--- src/rtl/fint_pkg.sv ---
// Package: shared layout constants for the fault interrupt register.
// Assumes a byte-wide register file with one summary byte and a fixed
// set of detail bytes, each owning one group bit in the summary.
package fint_pkg;
    localparam int DATA_W  = 8;
    localparam int ADDR_W  = 8;
    localparam int NUM_DET = 4;
    localparam int BUS_W   = 7;

    localparam logic [ADDR_W-1:0] SUM_ADDR = 8'h50;
    localparam int GLOBAL_BIT = 7;

    // Index 0..3 -> 0x51 (txd), 0x52 (supply/thermal), 0x53 (host link), 0x54 (bus)
    localparam logic [NUM_DET-1:0][ADDR_W-1:0] DET_ADDR = {8'h54, 8'h53, 8'h52, 8'h51};
    localparam logic [NUM_DET-1:0][DATA_W-1:0] DET_MASK = {8'h7F, 8'hA1, 8'h1E, 8'h01};
    localparam int DET_GRP [NUM_DET] = '{6, 5, 4, 3};

    localparam int IDX_TXD  = 0;
    localparam int IDX_PWR  = 1;
    localparam int IDX_LINK = 2;
    localparam int IDX_BUS  = 3;

    localparam int B_TXD   = 0;
    localparam int B_THERM = 1;
    localparam int B_UVCC  = 2;
    localparam int B_UVIO  = 3;
    localparam int B_UVSUP = 4;
    localparam int B_SPI   = 7;
    localparam int B_INACT = 5;
    localparam int B_CRC   = 0;
endpackage

--- src/rtl/fint_sticky_reg.sv ---
// Module: one byte of sticky detail flags with write-one-to-clear.
// Assumes set strobes are one cycle wide; a set beats a clear of the
// same bit in the same cycle; bits outside VALID never become 1.
module fint_sticky_reg #(
    parameter int DATA_W = 8,
    parameter int ADDR_W = 8,
    parameter logic [ADDR_W-1:0] REG_ADDR = '0,
    parameter logic [DATA_W-1:0] VALID    = '1
) (
    input  logic              clk,
    input  logic              rst_n,
    input  logic [DATA_W-1:0] set_i,
    input  logic              wr_en,
    input  logic [ADDR_W-1:0] wr_addr,
    input  logic [DATA_W-1:0] wr_data,
    output logic [DATA_W-1:0] q_o
);
    logic [DATA_W-1:0] clr_mask;

    // Select which bits the host is clearing this cycle.
    always_comb begin
        clr_mask = (wr_en && wr_addr == REG_ADDR) ? wr_data : '0;
    end

    // Hold flags; clear on request, then apply new events on top.
    always_ff @(posedge clk) begin
        if (!rst_n) q_o <= '0;
        else        q_o <= ((q_o & ~clr_mask) | set_i) & VALID;
    end
endmodule

--- src/rtl/fint_summary.sv ---
// Module: derives the summary byte from the detail registers.
// Assumes each detail register maps to exactly one group bit and that
// the global bit is distinct from every group bit.
module fint_summary
    import fint_pkg::*;
(
    input  logic [NUM_DET-1:0][DATA_W-1:0] det_i,
    output logic [DATA_W-1:0]              sum_o
);
    // OR each detail byte into its group bit and all of them into the global bit.
    always_comb begin
        sum_o = '0;
        for (int i = 0; i < NUM_DET; i++) begin
            sum_o[DET_GRP[i]] = |det_i[i];
        end
        sum_o[GLOBAL_BIT] = |det_i;
    end
endmodule

--- src/rtl/fint_rdmux.sv ---
// Module: read-only address decode over summary and detail bytes.
// Assumes addresses are unique; anything unmatched reads zero.
module fint_rdmux
    import fint_pkg::*;
(
    input  logic [ADDR_W-1:0]              rd_addr,
    input  logic [DATA_W-1:0]              sum_i,
    input  logic [NUM_DET-1:0][DATA_W-1:0] det_i,
    output logic [DATA_W-1:0]              rd_data
);
    // Pick the byte that lives at the requested address.
    always_comb begin
        rd_data = '0;
        if (rd_addr == SUM_ADDR) rd_data = sum_i;
        for (int i = 0; i < NUM_DET; i++) begin
            if (rd_addr == DET_ADDR[i]) rd_data = det_i[i];
        end
    end
endmodule

--- src/rtl/fint_ctrl.sv ---
// Module: top of the fault interrupt register. Routes monitor strobes to
// their detail bits, builds the summary byte and drives the interrupt.
// Assumes all strobes are synchronous to clk and one cycle wide.
module fint_ctrl
    import fint_pkg::*;
(
    input  logic              clk,
    input  logic              rst_n,
    input  logic              ev_thermal,
    input  logic              ev_uv_vcc,
    input  logic              ev_uv_vio,
    input  logic              ev_uv_vsup,
    input  logic              ev_txd_tmo,
    input  logic              ev_spi_err,
    input  logic              ev_inactive,
    input  logic              ev_crc_fail,
    input  logic [BUS_W-1:0]  ev_bus,
    input  logic              wr_en,
    input  logic [ADDR_W-1:0] wr_addr,
    input  logic [DATA_W-1:0] wr_data,
    input  logic [ADDR_W-1:0] rd_addr,
    output logic [DATA_W-1:0] rd_data,
    output logic              irq_n
);
    logic [NUM_DET-1:0][DATA_W-1:0] set_vec;
    logic [NUM_DET-1:0][DATA_W-1:0] det_q;
    logic [DATA_W-1:0]              sum_w;

    // Map each monitor strobe onto its fixed detail bit.
    always_comb begin
        set_vec = '0;
        set_vec[IDX_TXD][B_TXD]    = ev_txd_tmo;
        set_vec[IDX_PWR][B_THERM]  = ev_thermal;
        set_vec[IDX_PWR][B_UVCC]   = ev_uv_vcc;
        set_vec[IDX_PWR][B_UVIO]   = ev_uv_vio;
        set_vec[IDX_PWR][B_UVSUP]  = ev_uv_vsup;
        set_vec[IDX_LINK][B_SPI]   = ev_spi_err;
        set_vec[IDX_LINK][B_INACT] = ev_inactive;
        set_vec[IDX_LINK][B_CRC]   = ev_crc_fail;
        set_vec[IDX_BUS][BUS_W-1:0] = ev_bus;
    end

    for (genvar g = 0; g < NUM_DET; g++) begin : g_det
        fint_sticky_reg #(
            .DATA_W  (DATA_W),
            .ADDR_W  (ADDR_W),
            .REG_ADDR(DET_ADDR[g]),
            .VALID   (DET_MASK[g])
        ) u_reg (
            .clk    (clk),
            .rst_n  (rst_n),
            .set_i  (set_vec[g]),
            .wr_en  (wr_en),
            .wr_addr(wr_addr),
            .wr_data(wr_data),
            .q_o    (det_q[g])
        );
    end

    fint_summary u_sum (
        .det_i(det_q),
        .sum_o(sum_w)
    );

    fint_rdmux u_mux (
        .rd_addr(rd_addr),
        .sum_i  (sum_w),
        .det_i  (det_q),
        .rd_data(rd_data)
    );

    // Interrupt is asserted (low) while the global summary bit is set.
    always_comb begin
        irq_n = ~sum_w[GLOBAL_BIT];
    end
endmodule

--- config.mk ---
export PLATFORM = sky130hd
export DESIGN_NAME = fint_ctrl
export DESIGN_NICKNAME = d
export VERILOG_FILES = /design/src/rtl/fint_pkg.sv /design/src/rtl/fint_sticky_reg.sv /design/src/rtl/fint_summary.sv /design/src/rtl/fint_rdmux.sv /design/src/rtl/fint_ctrl.sv
export SDC_FILE = /design/constraint.sdc
export NUM_CORES = 1
export LEC_CHECK = 0
export ABC_CLOCK_PERIOD_IN_PS = 5800
export BUFFER_PORTS_ARGS = -buffer_cell sky130_fd_sc_hd__buf_2
export CAP_MARGIN = 10
export CORE_MARGIN = 2
export CORE_UTILIZATION = 53
export DETAILED_ROUTE_END_ITERATION = 6
export PLACE_DENSITY = 0.84
export RECOVER_POWER = 100
export SLEW_MARGIN = 20
export SYNTH_ARGS = -nofsm -noshare
export SYNTH_HDL_FRONTEND = slang
export SYNTH_HIERARCHICAL = 1
export SYNTH_SLANG_ARGS = --single-unit
export TNS_END_PERCENT = 20
--- constraint.sdc ---
create_clock -name clk -period 5.8 [get_ports clk]
set_input_delay 1.16 -clock clk [delete_from_list [all_inputs] [get_ports clk]]
set_output_delay 1.16 -clock clk [all_outputs]
set_load 0.05 [all_outputs]
==> metrics.md, run 1 <==
| Metric | Value |
|---|---|
| Startpoint type of the worst setup path | input pin |
| Worst rel slew slack | 39.73% |
| Status | complete, no violations |
| Vias | 1440 |
| Highest clock rate | 0.2395 GHz |
| Synth warnings | 6 |
| Maximum VDD drop | 0.1522 mV |
| Initial Util | 55.61% |
| Power density cells | 150.9 nW/um^2 |
| WS Path Type | in2out |
| Total of max-cap violations | 0 |
| Clk_lat worst skew | 270 ps |
| Die width | 54.75 microns |
| CTS resizes | 0 |
| CTS Buffer Depth | 2 |
| Num ports | 51 |
| First-pass GRT wire length | 5257 microns |
| Dpl ws | 1993 ps |
| Final worst setup slack | 1624 ps |
| Antenna diodes | 0 |
| Avg WL per Cell | 12.73 microns |
| Sequential share of power | 50.5% |
| CTS Hold Bufs | 0 |
| Worst path slowest cell | a2111oi_0 |
| CTS tree | yes |
| Crit share post-route | 71.99% |
| Vias in the first global route | 1247 |
| Die Ht | 54.75 microns |
| Layout cells sized above 1 | 21.24% |
| Max FFs per register | 15 |
| # rows | 18 |
| Clock Root Buffer | clkbuf_4 |
| Clock-pin slew on the worst setup and hold paths | 100 ps |
| Clock power frac | 25.7% |
| Num CTS Buffers | 3 |
| Vias per cell | 5.625 |
| Critical path fanouts, max | 13 |
| Actual slew at the worst max-slew pin | 902.1 ps |
| Die outline area | 2998 sq um |
| Syn_area_per_cell | 7.542 sq um |
| Residual DRC count | 0 |
| GRT Residual Overflow | 0 |
| Total Routing Usage GR | 23.95% |
| Fin Setup TNS | 0 ps |
| Final setup viols | 0 |
| Pre-antenna DRT Iters | 4 |
| Post-CTS setup buffer count | 0 |
| Clock sink count | 15 |
| Final wirelength | 3258 microns |
| Pins Over Slew Limit | 0 |
| H-Tree Depth | 1 |
| Final hold violation count | 0 |
| Post-route ant nets | 0 |
| Setup repair after global routing missed its margin | false |
| Core area | 2455 sq um |
| P&R area growth vs syn | 12.37% |
| Most flops, register | g_det.u_reg/q_o |
| Clock skew | 0 ps |
| Family with the most delay on the worst path | buffers and inverters |
| Switching power | 0.07137 mW |
| Switch share | 30.83% |
| CP Capture Type | output port |
| Pint | 0.1601 mW |
| Initial antenna violation count | 0 |
| Leak | 0.6577 nW |
| Biggest registers after layout | g_det.u_reg/q_o: 15 flops |
| Final Wtd Congestion | 0.8146 |
| DRT iter0 DRCs | 29 |
| Cells after Synth | 181 |
| CP Cell Sequence | buf_2, or2_0, nor2_1, a2111oi_0, o22a_1, clkbuf_1 |
| Nets | 269 |
| Max incr delay on CP | 470 ps |
| Mapped Area | 1365 sq um |
| Buffers and inverters on the worst path | 2 |
| I/O Buffers | 50 |
| Logic pwr share | 23.9% |
| Worst EP arrival | 3020 ps |
| Largest net degree at the start of global routing | 16 |
| Detailed placer's ending HPWL | 2661 microns |
| Req. time, crit path | 4640 ps |
| Worst hold path type | reg2reg |
| Fin crit period | 4176 ps |
-- metal layers --
layer / share of wire [%] / global-route usage, % / wire length, microns / up-vias
met3: 4.7 / 4.098 / 152 / 4
met1: 45 / 30.30 / 1477 / 669
li1: - / - / - / 732
met5: 0 / 0 / 0 / -
met2: 49 / 40.87 / 1594 / 35
met4: 1.0 / 7.500 / 34 / 0
-- placed cells by master, fill, tap and decap left out, types with 2 or more instances in the layout --
master and instances:
clkbuf_1 10, a21oi_1 8, o2bb2ai_1 2, nor4_1 8, o22a_1 6, inv_1 15
buf_2 40, dfxtp_1 15, nand4b_1 3, a41oi_1 15, clkbuf_4 3, nand2_1 7
nand2b_1 8, nor3_1 2, o21ai_0 15, o31a_1 2, nor2_1 23, conb_1 20
o22ai_1 2, a2111oi_0 6
-- stage by stage --
stage / hold slack, ps / util [%] / cells / power, mW / area (sq um)
after floorplan: 529.4 / - / 196 / 0.1574 / 1421
after global routing: 606.7 / 62.49 / 256 / 0.2464 / 1534
final: 574.4 / 62.49 / 256 / 0.2315 / 1534
after detailed placement: 564.1 / 62.74 / 252 / 0.1738 / 1540
after global placement: 554.4 / 62.74 / 252 / 0.1731 / 1540
after CTS: 575.8 / 63.86 / 256 / 0.2320 / 1568
-- worst min-delay path, cell delays in order (launching register included) --
cell and delay, ps:
dfxtp_1 340, o21ai_0 160, a41oi_1 40
-- power groups by stage --
stage / clock network (mW) / registers, mW / logic, mW
after floorplan: 0 / 0.117 / 0.0407
after global placement: 0 / 0.119 / 0.0539
after detailed placement: 0 / 0.119 / 0.0548
after CTS: 0.0602 / 0.117 / 0.0550
after global routing: 0.0664 / 0.118 / 0.0620
final: 0.0594 / 0.117 / 0.0553
-- area by class of cell --
cell class | instances | area (sq um)
Sequential cell | 15 | 300.3
Clock inverter | 1 | 5.005
Timing Repair Buffer | 50 | 237.7
Multi-Input combinational cell | 142 | 874.6
Inverter | 15 | 56.30
Fill cell | 240 | 920.9
Clock buffer | 3 | 22.52
Tap cell | 30 | 37.54
-- worst paths after layout --
check,startpoint,end,slack (ps),cells after the start
hold reg to reg,g_det[1].u_reg/q_o[3],g_det[1].u_reg/q_o[3],570,2
setup / recovery,rd_addr[0],rd_data[2],1620,6
setup reg to reg,g_det[3].u_reg/q_o[3],g_det[3].u_reg/q_o[3],5060,2
hold / removal,g_det[1].u_reg/q_o[3],g_det[1].u_reg/q_o[3],570,2
Power figures use the tool's default switching activity.
==> run 2: changes to the inputs <==
--- a/config.mk
+++ b/config.mk
@@ -5,13 +5,13 @@
 export SDC_FILE = /design/constraint.sdc
 export NUM_CORES = 1
 export LEC_CHECK = 0
-export ABC_CLOCK_PERIOD_IN_PS = 5800
+export ABC_CLOCK_PERIOD_IN_PS = 3700
 export BUFFER_PORTS_ARGS = -buffer_cell sky130_fd_sc_hd__buf_2
 export CAP_MARGIN = 10
 export CORE_MARGIN = 2
-export CORE_UTILIZATION = 53
+export CORE_UTILIZATION = 44
 export DETAILED_ROUTE_END_ITERATION = 6
-export PLACE_DENSITY = 0.84
+export PLACE_DENSITY = 0.74
 export RECOVER_POWER = 100
 export SLEW_MARGIN = 20
 export SYNTH_ARGS = -nofsm -noshare
==> constraint.sdc (replaced) <==
create_clock -name clk -period 3.7 [get_ports clk]
set_input_delay 0.74 -clock clk [delete_from_list [all_inputs] [get_ports clk]]
set_output_delay 0.74 -clock clk [all_outputs]
set_load 0.05 [all_outputs]
==> run 2 against run 1 <==
- flip-flop and latch count stayed put
- clock power is 57% higher
- first-iteration DRC count grew to 2.6 times the previous value
- sequential share of layout area is 0.11 points lower
- critical endpoint is now rd_data[1]
- highest routed layer unchanged
- global-route usage is 4.0 points lower
- critical path depth stayed put
==> metrics.md, run 2 (same netlist as run 1, synthesis figures left out) <==
| Metric | Value |
|---|---|
| Placed insts | 255 (+1.2%) |
| Startpoint type of the worst setup path | input pin |
| First-pass GRT wire length | 5513 microns (+4.9%) |
| Family with the most delay on the worst path | buffers and inverters |
| Vias | 1408 (-2.2%) |
| Die Ht | 59.70 microns (+9.0%) |
| Sequential share of power | 50.5% (about the same) |
| Pre-antenna DRT Iters | 4 (unchanged) |
| Final wirelength | 3426 microns (+5.2%) |
| Setup repair after global routing missed its margin | false |
| Clock power frac | 25.7% (about the same) |
| Dpl ws | 717.4 ps (-1276 ps) |
| Req. time, crit path | 2960 ps (-1680 ps) |
| Total power | 0.3634 mW (+57%) |
| # rows | 20 (+2) |
| Initial Util | 45.46% (-10 points) |
| Num CTS Buffers | 3 (unchanged) |
| Avg WL per Cell | 13.23 microns (+3.9%) |
| Post-route ant nets | 0 (unchanged) |
| CP Capture Type | output port |
| Actual slew at the worst max-slew pin | 908.9 ps (+6.818 ps) |
| Clock skew | 0 ps (unchanged) |
| Crit path depth | 6 (unchanged) |
| Vias per cell | 5.436 (-3.4%) |
| Post-CTS setup buffer count | 0 (unchanged) |
| H-Tree Depth | 1 (unchanged) |
| CTS Buffer Depth | 2 (unchanged) |
| Nets | 269 (unchanged) |
| CTS Hold Bufs | 0 (unchanged) |
| Critical path fanouts, max | 13 (unchanged) |
| Layout cells sized above 1 | 23.01% (+1.8 points) |
| Residual DRC count | 0 (unchanged) |
| P&R area growth vs syn | 13.02% |
| Pins Over Slew Limit | 0 (unchanged) |
| Worst rel slew slack | 39.27% (-0.46 points) |
| HP Start | g_det[3].u_reg/q_o[4] |
| Initial antenna violation count | 0 (unchanged) |
| Critical path launch point | rd_addr[0] |
| Num ports | 51 (unchanged) |
| Worst hold path type | reg2reg |
| Highest clock rate | 0.3047 GHz |
| Maximum VDD drop | 0.1654 mV (+8.7%) |
| Max incr delay on CP | 470 ps (about the same) |
| Most flops, register | g_det.u_reg/q_o |
| Fin crit period | 3282 ps |
| Final setup viols | 0 (unchanged) |
| Commonest non-fill, non-tap cell in the layout | buf_2 |
| Max FFs per register | 15 (unchanged) |
| Biggest registers after layout | g_det.u_reg/q_o: 15 flops |
| Total of max-cap violations | 0 (unchanged) |
| Die width | 59.70 microns (+9.0%) |
| Clock sink count | 15 (unchanged) |
| Buffers and inverters on the worst path | 2 (unchanged) |
| Switch share | 30.90% (+0.072 points) |
| Clock-pin slew on the worst setup and hold paths | 80 ps (-20 ps) |
| Core area | 3003 sq um (+22%) |
| Hold Slack | 582.4 ps (+8.036 ps) |
| Crit share post-route | 88.69% |
| Dpl cell area | 1544 sq um (+0.24%) |
| Vias in the first global route | 1261 (+1.1%) |
| Clk_lat worst skew | 280 ps (about the same) |
| CTS tree | yes |
| Switching power | 0.1123 mW (+57%) |
| I/O Buffers | 50 (unchanged) |
| Logic pwr share | 23.8% (about the same) |
| Detailed placer's ending HPWL | 2791 microns (+4.9%) |
| Final hold violation count | 0 (unchanged) |
| Final Util | 51.38% (-11 points) |
| Status | complete, no violations |
| Design Area, Final | 1543 sq um (+0.57%) |
| GRT Residual Overflow | 0 (unchanged) |
| Hold depth | 2 (unchanged) |
| CTS resizes | 0 (unchanged) |
| Number of fill cells | 314 (+31%) |
| R2r setup slk | 2960 ps (-2100 ps) |
| Most frequent cells in the layout | buf_2 (44), nor2_1 (23), conb_1 (20) |
| WS Path Type | in2out |
| Power density cells | 235.5 nW/um^2 (+56%) |
| Final Wtd Congestion | 0.8773 (+7.7%) |
| Clock Root Buffer | clkbuf_4 |
| Final non-filler cell total | 259 (+1.2%) |
| DRT iter0 DRCs | 75 (+160%) |
| R2R depth | 2 (unchanged) |
| Worst path slowest cell | clkbuf_1 |
| Largest net degree at the start of global routing | 16 (unchanged) |
| Fin Setup TNS | 0 ps (unchanged) |
| Die outline area | 3564 sq um (+19%) |
| CP Cell Sequence | buf_2, or2_0, nor2_1, a2111oi_0, o22a_1, clkbuf_1 |
| Total Routing Usage GR | 19.98% (-4.0 points) |
| Pint | 0.2511 mW (+57%) |
| Final worst setup slack | 418.4 ps (-1206 ps) |
| Antenna diodes | 0 (unchanged) |
| Worst EP arrival | 2540 ps (-480 ps) |
| Leak | 0.6752 nW (+2.7%) |
| R2r startpoint | g_det[0].u_reg/q_o[0] |
==> run 2: cell count changes in the layout (fill, tap and decap cells not counted) <==
cell,change
clkbuf_1,-4
buf_2,+4
==> run 2: power by group through the flow <==
stage          clock [mW]  combinational [mW]  sequential (mW)
6_report           0.0933              0.0865            0.184
5_1_grt             0.102              0.0964            0.185
4_1_cts            0.0963              0.0866            0.184
3_5_place_dp            0              0.0862            0.187
3_3_place_gp            0              0.0850            0.187
2_1_floorplan           0              0.0639            0.183
==> run 2: worst paths after layout <==
kind	to
max	rd_data[1]
max reg2reg	g_det[0].u_reg/q_o[0]
min	g_det[3].u_reg/q_o[4]
min reg2reg	g_det[3].u_reg/q_o[4]
==> run 2: final cells by class <==
type                       count  area, sq um  share of cell area, %
clock buffer                   3        22.52                  1.460
clock inverter                 1        5.005                 0.3244
inverter                      15        56.30                  3.650
multi-input combinational    142        874.6                  56.69
sequential                    15        300.3                  19.46
tap                           33        41.29                  2.676
timing repair buffer          50        242.7                  15.73
==> run 2: routing by layer <==
layer,global-route usage [%],share of wire (%),vias to the layer above
met1,26.56,46,627
met2,33.39,48,44
met3,2.381,5.1,2
li1,-,-,735
met5,0,0,-
met4,6.667,0.50,0
==> run 2: tightest hold or removal path, stage by stage, from the launching register on <==
cell and delay (ps):
dfxtp_1 330, o21ai_0 160, a41oi_1 40
